File: src/rtl/twostage_wdt.sv
`timescale 1ns/1ps
module twostage_wdt #(
  parameter int               TICK_DIV = 12_000_000,
  parameter int               CNT_W    = 10,
  parameter int               DW       = 16,
  parameter int               AW       = 5,
  parameter logic [CNT_W-1:0] INIT_RST = '1
) (
  input  logic          clk,
  input  logic          rst_n,
  input  logic [AW-1:0] bus_addr,
  input  logic          bus_wr,
  input  logic [1:0]    bus_be,
  input  logic [DW-1:0] bus_wdata,
  output logic [DW-1:0] bus_rdata,
  output logic          irq_o,
  output logic          rst_req_o
);
  localparam int PRE_W   = (TICK_DIV > 1) ? $clog2(TICK_DIV) : 1;
  localparam int SPARE_W = DW - CNT_W;
  localparam int MIN_INIT = 4;
  localparam logic [AW-1:0] A_RLD = AW'(8'h00);
  localparam logic [AW-1:0] A_ST1 = AW'(8'h04);
  localparam logic [AW-1:0] A_ST2 = AW'(8'h06);
  localparam logic [AW-1:0] A_CTL = AW'(8'h08);
  localparam logic [AW-1:0] A_IEN = AW'(8'h0C);
  localparam logic [AW-1:0] A_INI = AW'(8'h12);

  logic [PRE_W-1:0]   pre_q;
  logic [CNT_W-1:0]   cnt_q, init_q;
  logic [SPARE_W-1:0] spare_q;
  logic halt_q, noreboot_q, irq_en_q;
  logic to_sts_q, sec_sts_q, boot_sts_q, rst_q;

  logic [DW-1:0] wmask, clr, init_word, init_new;
  logic wr_rld, wr_st1, wr_st2, wr_ctl, wr_ien, wr_ini, tick, expire;

  assign wmask  = {{(DW-8){bus_be[1]}}, {8{bus_be[0]}}};
  assign clr    = bus_wdata & wmask;
  assign wr_rld = bus_wr && (bus_addr == A_RLD) && (|bus_be);
  assign wr_st1 = bus_wr && (bus_addr == A_ST1);
  assign wr_st2 = bus_wr && (bus_addr == A_ST2);
  assign wr_ctl = bus_wr && (bus_addr == A_CTL);
  assign wr_ien = bus_wr && (bus_addr == A_IEN);
  assign wr_ini = bus_wr && (bus_addr == A_INI);

  assign init_word = {spare_q, init_q};
  assign init_new  = (init_word & ~wmask) | (bus_wdata & wmask);

  assign tick   = !halt_q && (pre_q == PRE_W'(TICK_DIV - 1));
  assign expire = tick && !wr_rld && (cnt_q == '0);

  always_ff @(posedge clk or negedge rst_n) begin
    if (!rst_n)                               pre_q <= '0;
    else if (halt_q || tick)                  pre_q <= '0;
    else                                      pre_q <= pre_q + 1'b1;
  end

  always_ff @(posedge clk or negedge rst_n) begin
    if (!rst_n)       cnt_q <= INIT_RST;
    else if (wr_rld)  cnt_q <= init_q;
    else if (tick)    cnt_q <= (cnt_q == '0) ? init_q : cnt_q - 1'b1;
  end

  always_ff @(posedge clk or negedge rst_n) begin
    if (!rst_n) begin
      init_q  <= INIT_RST;
      spare_q <= '0;
    end else if (wr_ini && (init_new[CNT_W-1:0] >= CNT_W'(MIN_INIT))) begin
      init_q  <= init_new[CNT_W-1:0];
      spare_q <= init_new[DW-1:CNT_W];
    end
  end

  always_ff @(posedge clk or negedge rst_n) begin
    if (!rst_n) begin
      halt_q     <= 1'b1;
      noreboot_q <= 1'b1;
      irq_en_q   <= 1'b0;
    end else begin
      if (wr_ctl && bus_be[1]) halt_q     <= bus_wdata[11];
      if (wr_ctl && bus_be[0]) noreboot_q <= bus_wdata[0];
      if (wr_ien && bus_be[1]) irq_en_q   <= bus_wdata[13];
    end
  end

  always_ff @(posedge clk or negedge rst_n) begin
    if (!rst_n) begin
      to_sts_q   <= 1'b0;
      sec_sts_q  <= 1'b0;
      boot_sts_q <= 1'b0;
      rst_q      <= 1'b0;
    end else begin
      if (expire)                   to_sts_q <= 1'b1;
      else if (wr_st1 && clr[3])    to_sts_q <= 1'b0;
      if (expire && to_sts_q)       sec_sts_q <= 1'b1;
      else if (wr_st2 && clr[1])    sec_sts_q <= 1'b0;
      if (expire && to_sts_q && sec_sts_q) boot_sts_q <= 1'b1;
      else if (wr_st2 && clr[2])    boot_sts_q <= 1'b0;
      rst_q <= expire && to_sts_q && !noreboot_q;
    end
  end

  always_comb begin
    bus_rdata = '0;
    case (bus_addr)
      A_RLD: bus_rdata[CNT_W-1:0] = cnt_q;
      A_ST1: bus_rdata[3] = to_sts_q;
      A_ST2: begin
        bus_rdata[1] = sec_sts_q;
        bus_rdata[2] = boot_sts_q;
      end
      A_CTL: begin
        bus_rdata[11] = halt_q;
        bus_rdata[0]  = noreboot_q;
      end
      A_IEN: bus_rdata[13] = irq_en_q;
      A_INI: bus_rdata = init_word;
      default: bus_rdata = '0;
    endcase
  end

  assign irq_o     = to_sts_q && irq_en_q;
  assign rst_req_o = rst_q;
endmodule

File: config.mk
export PLATFORM = sky130hd
export DESIGN_NAME = twostage_wdt
export DESIGN_NICKNAME = d
export VERILOG_FILES = /design/src/rtl/twostage_wdt.sv
export SDC_FILE = /design/constraint.sdc
export NUM_CORES = 1
export LEC_CHECK = 0
export CAP_MARGIN = 20
export CORE_MARGIN = 5
export CORE_UTILIZATION = 55
export DETAILED_ROUTE_END_ITERATION = 6
export GPL_TIMING_DRIVEN = 0
export PLACE_DENSITY = 0.8
export RECOVER_POWER = 50
export SLEW_MARGIN = 10
export SYNTH_ARGS = -nofsm -noshare
export SYNTH_HDL_FRONTEND = slang
export SYNTH_SLANG_ARGS = --single-unit
File: constraint.sdc
create_clock -name clk -period 6.31 [get_ports clk]
set_input_delay 0.631 -clock clk [delete_from_list [all_inputs] [get_ports clk]]
set_output_delay 0.631 -clock clk [all_outputs]
set_load 0.005 [all_outputs]
* After elaboration in Yosys (flattened, before gate mapping)
Cells that the tools add are included.
** Storage, ports and cells
- Input bits :: 26
- Logic and storage cells :: 75
- Output and inout port bits :: 18
- Flip-flop bits (word level) :: 57
** Operators by class
- Multiplexer cells :: 19
- Equality and inequality tests :: 6
- Reduce and logical (&&, ||, !) cells :: 32
- $lt $le $gt $ge :: 1
- $add $sub $neg :: 2
- Bitwise gates (word level) :: 4
** Operators by type and width (number)
- 16-bit bitwise AND :: 2
- 10-bit two-way mux :: 3
- 24-bit by 1-bit adder with 24-bit output (second input constant) :: 1
- 24-bit == test (second input constant) :: 1
- 24-bit two-way mux :: 1
- 1-bit logical AND :: 21
- 16-bit NOT :: 1
- 16-bit bitwise OR :: 1
- 6-bit case mux with 2 select lines :: 1
- 5-bit by 3-bit == test with 1-bit output (second input constant) :: 2
- 5-bit by 4-bit == test with 1-bit output (second input constant) :: 2
- 10-bit by 3-bit greater-or-equal comparator with 1-bit output (second input constant) :: 1
- 10-bit zero test :: 1
- 10-bit by 1-bit subtractor with 10-bit output (second input constant) :: 1
- 1-bit two-way mux :: 8
- 2-bit nonzero test :: 4
- 1-bit case mux with 3 select lines :: 2
- 2-bit case mux with 3 select lines :: 1
- 5-bit == test (second input constant) :: 1
- 5-bit zero test :: 1
- 1-bit case mux with 2 select lines :: 2
- 1-bit zero test :: 3
- 2-bit two-way mux :: 1
- 2-bit OR reduction :: 1
- 1-bit logical OR :: 1

* Longest topological paths before layout
- Depth in word-level cells :: 9
- Gate-level depth with buffers :: 8

* Worst setup path before layout
No wires, ideal clock.
- Kind :: input-to-output
- From :: input bus_addr[4]
- To :: output bus_rdata[1]
- Required time :: 5.679 ns
- Buffers on the path :: 0
- Stages on the path :: 4
- Path slack :: 3.805 ns
- Arrival :: 1.874 ns
- Path through :: or3_1 > nor3_1 > a22oi_1 > nand2_1
** Between the ends
- Word-level cells in the longest chain between the ends :: 2
- Elaborated cells between the ends (all ways) :: 4
** RTL lines
- from (decl) :: line 11 : input logic [AW-1:0] bus_addr,
- 5-bit == test (tied with other cells) :: line 106 : case (bus_addr)
- 2-bit case mux with 3 select lines * :: line 106
- to (decl) :: line 15 : output logic [DW-1:0] bus_rdata,
Mark *: on every way between the ends. The rest lies on a longest branch, timed or not.

* Worst setup path after layout
- From :: input bus_addr[0]
- To :: output bus_rdata[1]
Same word-level chain as after synthesis.

==> impl_metrics.toml <==
[routing]
drc_errors = 0
ant_nets = 0
avgViaCountPerCell = 5.90
dr_total_vias = 2731
postRouteWirelength_microns = 7750
dr.first_iter.drc_count = 246
dr.pass1.iters = 5
wire_per_inst_microns = 16.7

[synthesis]
syn_area_sq_um = 3180
synth_top_flop_cell = "dfrtp_1"
syn_inst = 332
synth_cell_types = 49
syn_avg_cell_area_sq_um = 9.59
synth_area_leader_cell = "dfrtp_1"
synth_edf_count = 0
async_flop_share_pct = 100
ys_warn_count = 0
yosysSeqAreaShare_pct = 45.7
synth-seq-cells = 57
syn-num-nets = 361
synth_top_area_share_pct = 27.5
synth_area_leaders = "dfrtp_1 (28%), dfstp_2 (18%), mux2_2 (6.7%)"

[floorplan]
rows = 27
die_h_microns = 86.1
dieArea_sq_um = 7410
die_w_microns = 86.1
fp.coreArea_sq_um = 5570
start_util_pct = 57.1
ios = 44

[critical_path]
endpoint_kind = "primary output"
cp_slowest_cell = "nor4b_2"
cp_top_family = "buffers and inverters"
crit_type = "in -> out"
crit_path_max_incr_delay_ps = 750
cp_num_buf_inv = 3
path_cells = "clkdlybuf4s50_1 > nand2b_1 > nor4b_2 > clkbuf_1 > nand2_1 > nand2_1 > clkdlybuf4s50_1"
cp-start-kind = "input pin"
cp.arrival_ps = 3200
required_ps = 5680
worstPathMaxFanout = 10

[timing]
fin_setup_tns_ps = 0
fin_crit_sh_pct = 60.7
holdWs_ps = 478
slew_headroom_pct = -17.2
finClkSkew_ps = 6.33
worstMarginPinSlew_ps = 1760
period_needed_ps = 3830
rsz0062_at_grt = "false"
setup_viol = 0
final_max_slew_viol_count = 34
hold_viol = 0
fmax_mhz = 261

[placement]
io_buffers = 41
gp_congestion = 0.855
dp.cells = 446
dp_hpwl_microns = 5710

[power]
power_density_nw_per_um2 = 266
irDropWorstVdd_uv = 252
p_leak_nw = 1.60

[cells_and_area]
regArea_sq_um = 1450
nFillCells = 427
diodes = 0
layoutNonFillerInstCount = 463
multi_input_area_sq_um = 1620
area_growth_pct = 22.7
fin_nets = 415
drive_gt1_share_pct = 16.9

[global_routing]
first_global_vias = 2641
grt_max_degree = 34
antenna_found_initial = 0
grt_pass1_wl_microns = 12900
grt_usage_pct = 22.2
overflow = 0

[cts]
cts_resized = 0
cts.sinks = 57
clk_path_buf_depth = 2
cts_buffers = 9
cts_max_level = 3
cts_tree = "yes"
cts_setup_buffers = 0
worstSkewPairLatency_ps = 340
clockRootBuffer = "clkbuf_8"
postCtsHoldBufs = 0
clk_pin_slew_ps = 60

[status]
violations = "capacitance limit, slew limit"
status = "complete, but fails checks"

[min_path]
min_path_type = "reg -> reg"

[run]
drv_cap = 1
==> cell usage in the layout (no fill, tap or decap), drive strengths merged, types with 4 or more instances in the layout <==
cell type,n
xor2,6
inv,14
a22oi,4
nor4,10
nand4,6
nand3,14
and2,5
xnor2,15
a21oi,8
or2,4
nor3,16
mux2,19
o21ai,6
clkbuf,25
clkdlybuf4s50,37
a211o,4
dfrtp,35
nand2,29
a22o,7
or4,6
dfstp,22
nor2,42
or3,7
==> worst paths after layout <==
kind                        startpoint  slack (ps)      endpoint  depth (start not counted)
setup / recovery           bus_addr[0]        2480  bus_rdata[1]                          7
hold / removal                pre_q[0]         480      pre_q[0]                          1
setup reg to reg              pre_q[0]        3520     pre_q[17]                          7
hold reg to reg               pre_q[0]         480      pre_q[0]                          1
max in group asynchronous        rst_n        3660     sec_sts_q                          2
min in group asynchronous        rst_n         750     pre_q[12]                          1
==> Yosys cell counts (all sizes together), types with 4 or more instances <==
library cell and count:
clkbuf 12, xor2 6, nand4 6, o21ai 6, a22oi 4, nand2 29
a211o 4, and2 5, nor3 16, xnor2 15, nor4 10, or3 7
nand3 14, inv 14, dfstp 22, or2 4, a21oi 8, nor2 42
a22o 7, or4 6, dfrtp 35, mux2 19
==> power breakdown <==
| group | internal [W] | switching (W) | total [W] |
|---|---|---|---|
| sequential | 0.000428 | 0.0000472 | 0.000475 |
| combinational | 0.0000853 | 0.0000879 | 0.000173 |
| clock | 0.000242 | 0.000147 | 0.000389 |
| total | 0.000756 | 0.000282 | 0.00104 |
==> cell type report <==
type / count / area share, %
Buffer: 13 / 1.28
Clock buffer: 11 / 3.88
Clock inverter: 5 / 1.99
Inverter: 14 / 1.35
Multi-Input combinational cell: 248 / 41.4
Sequential cell: 57 / 37.2
Tap cell: 72 / 2.31
Timing Repair Buffer: 43 / 10.6
==> logic make-up after synthesis <==
logic type / count (synthesis) / synth area share, %
multiplexers: 20 / 7.04
adder cells (fa/ha/maj): 3 / 1.18
flip-flops: 57 / 45.7
AO/OA/AOI/OAI: 50 / 12.0
buffers and inverters: 27 / 3.22
AND/OR/NAND/NOR: 154 / 25.1
XOR/XNOR: 21 / 5.78
==> stage by stage <==
stage                     instance area, sq um  total power (W)  util (%)  setup WS (ps)
final                                     3910          0.00104      70.1           2480
after global routing                      3910          0.00110      70.1           2350
after CTS                                 3930          0.00105      70.5           2390
after detailed placement                  3700         0.000656      66.4           2410
after global placement                    3680         0.000647      66.1           2430
after floorplan                           3180         0.000588         -           3810
==> per-layer routing <==
layer  vias up  global-route usage [%]  wire [microns]
li1       1313                       -               -
met1      1323                    28.2            3320
met2        83                    36.2            3890
met3        12                    6.15             402
met4         0                    8.06             128
met5         -                       0               0
Note: power is estimated with default switching activity, not from simulation.
